$ cat config.mk
export PLATFORM = sky130hd
export DESIGN_NAME = page_addr_xlat
export DESIGN_NICKNAME = d
export VERILOG_FILES = /design/src/rtl/page_xlat_pkg.sv /design/src/rtl/page_ptr_bank.sv /design/src/rtl/page_addr_map.sv /design/src/rtl/page_addr_xlat.sv
export SDC_FILE = /design/constraint.sdc
export NUM_CORES = 1
export LEC_CHECK = 0
export ABC_AREA = 0
export BUFFER_PORTS_ARGS = -buffer_cell sky130_fd_sc_hd__buf_2
export CAP_MARGIN = 20
export CORE_UTILIZATION = 55
export CTS_BUF_LIST = sky130_fd_sc_hd__clkbuf_8
export DETAILED_ROUTE_END_ITERATION = 6
export GPL_TIMING_DRIVEN = 0
export PLACE_DENSITY = 0.88
export SYNTH_ARGS = -nofsm -noshare
export SYNTH_HDL_FRONTEND = slang
export SYNTH_HIERARCHICAL = 1
export SYNTH_SLANG_ARGS = --single-unit
$ cat constraint.sdc
create_clock -name clk -period 1.4 [get_ports clk]
set_input_delay 0.07 -clock clk [delete_from_list [all_inputs] [get_ports clk]]
set_output_delay 0.07 -clock clk [all_outputs]
set_load 0.005 [all_outputs]
$ cat src/rtl/page_xlat_pkg.sv
`timescale 1ns/1ps
package page_xlat_pkg;
    localparam int unsigned LOG_W_DEF  = 16;  // logical address width
    localparam int unsigned SEL_W_DEF  = 2;   // pointer selector width
    localparam int unsigned PAGE_W_DEF = 10;  // page number width
    localparam int unsigned DATA_W_DEF = 16;  // register port width
endpackage

$ cat src/rtl/page_ptr_bank.sv
`timescale 1ns/1ps
module page_ptr_bank #(
    parameter int unsigned SEL_W  = 2,
    parameter int unsigned PAGE_W = 10,
    localparam int unsigned NUM_PTR = 1 << SEL_W
) (
    input  logic              clk,
    input  logic              rst_n,
    input  logic              wr_en,
    input  logic [SEL_W-1:0]  wr_sel,
    input  logic [PAGE_W-1:0] wr_page,
    output logic [PAGE_W-1:0] ptr [NUM_PTR]
);
    logic [PAGE_W-1:0] ptr_d [NUM_PTR];
    logic [PAGE_W-1:0] ptr_q [NUM_PTR];

    always_comb begin
        for (int i = 0; i < NUM_PTR; i++) begin
            ptr_d[i] = ptr_q[i];
        end
        if (wr_en) begin
            ptr_d[wr_sel] = wr_page;
        end
    end

    always_ff @(posedge clk or negedge rst_n) begin
        if (!rst_n) begin
            for (int i = 0; i < NUM_PTR; i++) begin
                ptr_q[i] <= PAGE_W'(i);
            end
        end else begin
            for (int i = 0; i < NUM_PTR; i++) begin
                ptr_q[i] <= ptr_d[i];
            end
        end
    end

    for (genvar g = 0; g < NUM_PTR; g++) begin : g_out
        assign ptr[g] = ptr_q[g];
    end
endmodule

$ cat src/rtl/page_addr_map.sv
`timescale 1ns/1ps
module page_addr_map #(
    parameter int unsigned LOG_W  = 16,
    parameter int unsigned SEL_W  = 2,
    parameter int unsigned PAGE_W = 10,
    localparam int unsigned NUM_PTR = 1 << SEL_W,
    localparam int unsigned OFF_W   = LOG_W - SEL_W,
    localparam int unsigned PHYS_W  = PAGE_W + OFF_W
) (
    input  logic [LOG_W-1:0]  log_addr,
    input  logic [PAGE_W-1:0] ptr [NUM_PTR],
    output logic [PHYS_W-1:0] phys_addr
);
    logic [SEL_W-1:0] sel;

    always_comb begin
        sel       = log_addr[LOG_W-1 -: SEL_W];
        phys_addr = {ptr[sel], log_addr[OFF_W-1:0]};
    end
endmodule

$ cat src/rtl/page_addr_xlat.sv
`timescale 1ns/1ps
module page_addr_xlat
    import page_xlat_pkg::*;
#(
    parameter int unsigned LOG_W  = LOG_W_DEF,
    parameter int unsigned SEL_W  = SEL_W_DEF,
    parameter int unsigned PAGE_W = PAGE_W_DEF,
    parameter int unsigned DATA_W = DATA_W_DEF,
    localparam int unsigned NUM_PTR = 1 << SEL_W,
    localparam int unsigned OFF_W   = LOG_W - SEL_W,
    localparam int unsigned PHYS_W  = PAGE_W + OFF_W
) (
    input  logic              clk,
    input  logic              rst_n,
    input  logic              wr_en,
    input  logic [SEL_W-1:0]  wr_sel,
    input  logic [DATA_W-1:0] wr_data,
    input  logic [SEL_W-1:0]  rd_sel,
    output logic [DATA_W-1:0] rd_data,
    input  logic              req_valid,
    input  logic [LOG_W-1:0]  req_addr,
    output logic              out_valid,
    output logic [PHYS_W-1:0] out_addr
);
    typedef struct packed {
        logic              valid;
        logic [PHYS_W-1:0] addr;
    } xlat_out_t;

    logic [PAGE_W-1:0] ptr [NUM_PTR];
    logic [PHYS_W-1:0] phys;
    xlat_out_t         res_d, res_q;
    logic              unused_wr_hi;

    // bits above the page field are dropped on write
    assign unused_wr_hi = ^wr_data[DATA_W-1:PAGE_W];

    page_ptr_bank #(
        .SEL_W  (SEL_W),
        .PAGE_W (PAGE_W)
    ) i_bank (
        .clk     (clk),
        .rst_n   (rst_n),
        .wr_en   (wr_en),
        .wr_sel  (wr_sel),
        .wr_page (wr_data[PAGE_W-1:0]),
        .ptr     (ptr)
    );

    page_addr_map #(
        .LOG_W  (LOG_W),
        .SEL_W  (SEL_W),
        .PAGE_W (PAGE_W)
    ) i_map (
        .log_addr  (req_addr),
        .ptr       (ptr),
        .phys_addr (phys)
    );

    always_comb begin
        res_d       = res_q;
        res_d.valid = req_valid;
        if (req_valid) begin
            res_d.addr = phys;
        end
    end

    always_ff @(posedge clk or negedge rst_n) begin
        if (!rst_n) begin
            res_q <= '0;
        end else begin
            res_q <= res_d;
        end
    end

    assign rd_data   = DATA_W'(ptr[rd_sel]);
    assign out_valid = res_q.valid;
    assign out_addr  = res_q.addr;
endmodule

Word level (Yosys, flattened, before mapping) --
Index checks and enable logic that the tools add are counted.
Word-level totals: bits in registers 65, input port bits 40, output and inout port bits 41, word-level logic and storage cells 23
Operators by class: order comparisons 4, muxes and demuxes 9, bitwise operators 3, reductions and logical operators 1
Operators by type and width (count):
- $mux W10 | 5
- $bmux W10 S2 | 2
- $bwmux W40 | 1
- $demux W10 S2 | 1
- $ge A3 B3 Y1 const B | 3
- $not A2 Y3 | 3
- $lt A3 B1 Y1 const B | 1
- $logic_and A1 B1 Y1 | 1

Longest topological paths before layout --
Gate-level depths: netlist of run 1.
word-level depth 6, mapped depth 3, gate-level depth less buffers 2

Cells and area by module --
Netlist of run 1, hierarchy kept.
Modules (own cells, without submodules):
- page_ptr_bank | times used 1, cells an instance 87, area an instance 1602.8 um^2
- page_addr_xlat | times used 1, cells an instance 71, area an instance 1213.7 um^2
- page_addr_map | times used 1, cells an instance 26, area an instance 346.6 um^2

Least setup slack after synthesis of run 1 --
No wires, ideal clock.
path kind flip-flop to flip-flop, from reg i_bank.ptr_q, in the netlist i_bank/ptr[6], to reg res_q, in the netlist out_addr[20], data arrival time 1060 ps, setup slack 215 ps, stages on the path, launching flop included 3, cells stage by stage dfrtp_1 > mux4_2 > mux2_2
On the way: longest elaborated chain between the ends 3
Ends and longest elaborated chain:
- start: declaration | RTL line page_ptr_bank.sv:15 | logic [PAGE_W-1:0] ptr_q [NUM_PTR];
- start signal: indexed assignment | RTL line page_ptr_bank.sv:29 | ptr_q[i] <= PAGE_W'(i);
- start signal: indexed assignment | RTL line page_ptr_bank.sv:33 | ptr_q[i] <= ptr_d[i];
- $bmux W10 S2 | RTL line page_addr_map.sv:18 | phys_addr = {ptr[sel], log_addr[OFF_W-1:0]};
- $mux W10 (implied by the code) (2 in a row) | RTL line page_addr_map.sv:18
- named net phys[20] | RTL line page_addr_xlat.sv:31 | logic [PHYS_W-1:0] phys;
- end signal: assignment | RTL line page_addr_xlat.sv:72 | res_q <= res_d;
- end: declaration | RTL line page_addr_xlat.sv:32 | xlat_out_t res_d, res_q;
The timed path passes the listed nets, and every way through them passes these cells. The select of a mux whose other input is x is not followed. A chain may end at the register's enable or synchronous reset.

Worst setup path in the final report of run 1 --
from reg i_bank.ptr_q, in the netlist i_bank/ptr[26], to out rd_data[6]
On the way: longest elaborated chain between the ends 3
Ends and longest elaborated chain:
- $bmux W10 S2 | RTL line page_addr_xlat.sv:76 | assign rd_data = DATA_W'(ptr[rd_sel]);
- $mux W10 (implied by the code) (2 in a row) | RTL line page_addr_xlat.sv:76
- end: declaration | RTL line page_addr_xlat.sv:19 | output logic [DATA_W-1:0] rd_data,
No other way between the ends. The select of a mux whose other input is x is not followed.

==> flow_summary.yaml, run 1 <==
outcome:
  status: "finished, violations left"
  violations: "negative setup slack"
die:
  dieWidth_um: 77.84
  die-area_um2: 6058
  rows: 27
  ios: 81
  core_area_um2: 5540
  die_h_um: 77.84
  start_util_pct: 57.09
clock_tree:
  clock-sinks: 65
  root_buffer: "clkbuf_8"
  insertion_delay_ps: 330
  htree_levels: 3
  clock_path_buffers: 2
  clk_pin_slew_ps: 70
  numCtsBuffers: 9
  tritoncts: "built"
timing:
  finClkSkew_ps: 4.917
  post-route-period-util_pct: 101.1
  rsz0062_at_grt: "yes"
  setup_slack_ps: -15.47
  hold_viol_final: 0
  slew_headroom_pct: 46.96
  setup_violations: 5
  min_period_ps: 1415
  maxSlewViolCount: 0
  tightest_slew_ps: 795.7
  fmax_mhz: 706.5
  fin_tns_setup_ps: -34.05
grt:
  grt_pass1_vias: 2030
  antenna_found_initial: 0
  grt-busiest-layer: "met2"
  grt.overflow.total: 0
  grt.met1_usage_pct: 29.72
  grt_max_degree: 66
  met3_usage_pct: 5.059
  track_usage_pct: 22.93
  met2_usage_pct: 37.08
  grt_pass1_wl_um: 10130
worst_setup_path:
  crit_slowest_cell: "mux4_2"
  rr_endpoint: "out_addr[18]$_DFFE_PN0P_"
  crit_arrival_ps: 1350
  reg2reg_depth: 3
  r2r-start: "i_bank/ptr[34]$_DFFE_PN0P_"
  cp_num_buf_inv: 1
  startpoint_type: "flop"
  crit_family: "multiplexers"
  crit_type: "reg2out"
  slowest_delay_ps: 470
  crit_chain: "mux4_2 -> buf_2"
  worstSetupEndpointType: "primary output"
  required_ps: 1330
  crit_fanout: 2
  regToRegSetupSlack_ps: 30
synth:
  yosys.cell_types.count: 13
  synth_fa_ha_area_share_pct: 0
  synth_xor_xnor_area_share_pct: 0
  ys_ff_latch: 65
  avgSynthCellArea_um2: 17.19
  ys_warn_count: 6
  synth-simple-area-share_pct: 1.187
  synth_area_um2: 3163
  synth_compound_area_share_pct: 0
  synth_top_family_by_area: "multiplexers"
  ys_seq_area_share_pct: 51.58
  synthCells: 184
  synth_mux_area_share_pct: 39.40
cells_and_area:
  area_delta_synth_final_pct: 29.03
  nFillCells: 378
  final_util_pct: 73.67
  n_antenna_cell: 0
  drive_above_1_share_pct: 70.71
  fin_nets: 332
hold_path:
  holdPathEnd: "i_bank/ptr[12]$_DFFE_PN0P_"
  hp-class: "in2reg"
  holdPathStages: 2
  hp-start: "wr_data[2]"
route:
  wl_per_cell_um: 17.24
  drtAntennaViolNets: 0
  drc: 0
  drt_wl_total_um: 6362
  drtIter0Drc: 54
  dr.pass1.iters: 4
  viasPerCell: 5.238
  vias: 1933
power:
  cellPowerDensity_nw_per_um2: 1302
  ir_drop_uv: 796.2
  power.leakage_uw: 0.001936
placement:
  gp_congestion: 0.7285
  port_buffers: 50
  hpwl_um: 3708
  dp_slack_ps: 145.7
run:
  max_cap_violations: 0
==> cell usage in the layout, fill, tap and decap left out, drive strengths merged <==
cell type	Yosys	final
buf	28	103
nand3b	2	2
clkbuf	2	15
mux4	20	20
dfstp	4	4
mux2	64	64
dfrtp	61	61
clkinv	0	2
nand3	1	1
nor3b	1	1
dlygate4sd3	0	17
inv	0	1
conb	1	6
==> per-stage QoR <==
step                cells  power (uW)  hold slack [ps]  cell area [um2]
floorplan             189        3183           -225.6             3182
global route          369        5589            4.066             4081
detailed placement    311        3595            197.3             3525
CTS                   361        5268            3.721             4015
global placement      311        3541            189.1             3522
finish                369        5315            13.92             4081
==> sequential cells by signal, indices dropped and copies added (netlist names) <==
register and count:
i_bank/ptr 40, out_addr 24, out_valid 1
==> synthesized netlist by cell type, drive strengths merged <==
cell type	number	area share (%)
mux2	64	25
dfstp	4	3.3
buf	28	7.4
clkbuf	2	0.32
dfrtp	61	48
nor3b	1	0.40
mux4	20	14
nand3b	2	0.47
nand3	1	0.32
conb	1	0.12
==> how the worst max path moves through the flow <==
stage / from / end / depth (start not counted)
finish: i_bank/ptr[26]$_DFFE_PN0P_ / rd_data[6] / 2
global route: i_bank/ptr[27]$_DFFE_PN0P_ / rd_data[7] / 2
CTS: i_bank/ptr[31]$_DFFE_PN0P_ / rd_data[1] / 2
detailed placement: i_bank/ptr[4]$_DFFE_PN0P_ / out_addr[18]$_DFFE_PN0P_ / 2
global placement: rst_n / i_bank/ptr[17]$_DFFE_PN0P_ / 1
floorplan: i_bank/ptr[6]$_DFFE_PN0P_ / out_addr[20]$_DFFE_PN0P_ / 2
==> where the power goes <==
| part | switching (uW) | total (uW) | internal (uW) | leakage [uW] |
|---|---|---|---|---|
| logic | 447 | 1380 | 932 | 0.00107 |
| registers | 202 | 2440 | 2240 | 0.000762 |
| clock network | 669 | 1490 | 824 | 0.000107 |
==> area by class of cell <==
| cell class | instances | area, um2 | share of cell area, % |
|---|---|---|---|
| Buffer | 30 | 244.0 | 5.978 |
| Clock buffer | 13 | 178.9 | 4.384 |
| Clock inverter | 3 | 13.76 | 0.3372 |
| Multi-Input combinational cell | 94 | 1306 | 32.00 |
| Sequential cell | 65 | 1632 | 39.98 |
| Tap cell | 72 | 90.09 | 2.207 |
| Timing Repair Buffer | 92 | 616.8 | 15.11 |
==> layer usage <==
layer,part of all wire (%),vias up
met1,43,982
li1,-,868
met3,5.9,9
met2,50,74
met4,1.6,0
met5,0,-
==> logic make-up (layout without fill, tap and decap cells) <==
logic type             Yosys count  count (layout)
and+or+nand+nor                  4               4
muxes                           84              84
buffers and inverters           30             138
other                            1               6
DFF                             65              65
==> repair_timing <==
item                                   4_1_cts  5_1_grt
endpoints found under the hold margin       77        0
buffers inserted                            17        8
hold buffers                                17        0
setup endpoints to repair                    9       10
resized for setup                            0        1
==> worst register-to-register path, cell delays in order (launching register included) <==
cell and delay (ps):
dfrtp_1 390, buf_4 140, mux4_2 460, mux2_2 270
(Power assumes the default switching activity.)
==> run 2, diff against run 1 <==
Settings changed: SKIP_CTS_REPAIR_TIMING from default to 1.
==> flow_summary.yaml, run 2 (synthesized netlist as in run 1, its figures left out) <==
grt:
  track_usage_pct: 20.88
  grt_pass1_vias: 1816
  grt_max_degree: 66
  grt_pass1_wl_um: 9183
  antenna_found_initial: 0
  grt.overflow.total: 0
route:
  drtIter0Drc: 37
  wl_per_cell_um: 17.37
  drt_wl_total_um: 6150
  drtAntennaViolNets: 0
  vias: 1868
  viasPerCell: 5.277
  drc: 0
  dr.pass1.iters: 4
die:
  core_area_um2: 5540
  die_h_um: 77.84
  die-area_um2: 6058
  rows: 27
  start_util_pct: 57.09
  dieWidth_um: 77.84
  ios: 81
worst_setup_path:
  required_ps: 1330
  crit_fanout: 3
  startpoint_type: "flop"
  cp_num_buf_inv: 1
  crit_chain: "mux4_2 -> buf_2"
  slowest_delay_ps: 490
  crit_type: "reg2out"
  worstSetupEndpointType: "primary output"
  crit_slowest_cell: "mux4_2"
  crit_arrival_ps: 1350
  crit_family: "multiplexers"
timing:
  min_period_ps: 1422
  tightest_slew_ps: 793.1
  fmax_mhz: 703.2
  slew_headroom_pct: 47.13
  setup_violations: 6
  setup_slack_ps: -22.17
  hold_viol_final: 0
  maxSlewViolCount: 0
  post-route-period-util_pct: 101.6
  finClkSkew_ps: 5.501
  rsz0062_at_grt: "yes"
clock_tree:
  root_buffer: "clkbuf_8"
  clock-sinks: 65
  clk_pin_slew_ps: 60
  tritoncts: "built"
  insertion_delay_ps: 330
  numCtsBuffers: 9
  htree_levels: 3
  clock_path_buffers: 2
cells_and_area:
  fin_nets: 317
  final_cell_mix: "61 x dfrtp_1, 49 x buf_2, 44 x mux2_2"
  layout_commonest_cell: "dfrtp_1"
  area_delta_synth_final_pct: 25.40
  nFillCells: 397
  largest_register_ffs: 40
  instances_no_fill: 354
  final_area_um2: 3966
  drive_above_1_share_pct: 69.50
  n_antenna_cell: 0
power:
  p_clk_share_pct: 28.8
  power.leakage_uw: 0.001864
  power.switching_uw: 1287
  swShare_pct: 24.79
  power_frac_comb_pct: 24.0
  ir_drop_uv: 760.2
  p_int_uw: 3906
  seq_power_share_pct: 47.2
  cellPowerDensity_nw_per_um2: 1309
hold_path:
  hp-class: "in2reg"
placement:
  port_buffers: 50
  gp_congestion: 0.7285
  hpwl_um: 3708
  place_area_um2: 3525
  placed_cells: 311
run:
  max_cap_violations: 0
outcome:
  status: "finished, violations left"
  violations: "negative setup slack"
run 2: changes by cell type in the layout (fill, tap and decap cells not counted), sizes merged:
cell / change
buf: -14
dlygate4sd3: -1
run 2: power by group through the flow:
stage	sequential (uW)	clock [uW]	combinational, uW
2_1_floorplan	2450	0	738
6_report	2450	1500	1240
3_3_place_gp	2470	0	1070
3_5_place_dp	2490	0	1100
4_1_cts	2460	1530	1110
5_1_grt	2500	1630	1340
run 2: area by class of cell:
class / instances / area (um2) / share of cell area (%)
Sequential cell: 65 / 1632 / 41.14
Multi-Input combinational cell: 94 / 1306 / 32.93
Timing Repair Buffer: 77 / 501.7 / 12.65
Buffer: 30 / 244.0 / 6.151
Clock buffer: 13 / 178.9 / 4.511
Tap cell: 72 / 90.09 / 2.271
Clock inverter: 3 / 13.76 / 0.3470
run 2: worst paths after layout:
kind / slack, ps / end / cells after the start / start
max in group asynchronous: 510 / i_bank/ptr[32]$_DFFE_PN0P_ / 2 / rst_n
worst max register to register: 40 / out_addr[20]$_DFFE_PN0P_ / 3 / i_bank/ptr[26]$_DFFE_PN0P_
worst min-delay path: 20 / i_bank/ptr[12]$_DFFE_PN0P_ / 2 / wr_data[2]
worst max-delay path: -20 / rd_data[4] / 2 / i_bank/ptr[4]$_DFFE_PN0P_
worst min register to register: 500 / out_addr[14]$_DFFE_PN0P_ / 1 / out_addr[14]$_DFFE_PN0P_
min in group asynchronous: 380 / out_addr[9]$_DFFE_PN0P_ / 2 / rst_n
run 2: layer usage:
metal | vias to the layer above | track usage [%] | share of wire (%) | wire [um]
met5 | - | 0 | 0 | 0
met4 | 0 | 10.19 | 1.7 | 104
met3 | 10 | 4.941 | 5.6 | 345
met2 | 73 | 32.57 | 50 | 3065
met1 | 949 | 27.59 | 43 | 2634
li1 | 836 | - | - | -
run 2: per-stage QoR:
step | total power, uW | hold WS (ps) | setup WS, ps | util, % | TNS [ps]
floorplan | 3183 | -225.6 | 215.3 | - | 0
CTS | 5099 | -154.3 | -28.92 | 67.10 | -174.5
global route | 5466 | 4.066 | -54.80 | 71.59 | -408.3
global placement | 3541 | 189.1 | 42.17 | 63.57 | 0
detailed placement | 3595 | 197.3 | 145.7 | 63.62 | 0
finish | 5193 | 15.03 | -22.17 | 71.59 | -64.27
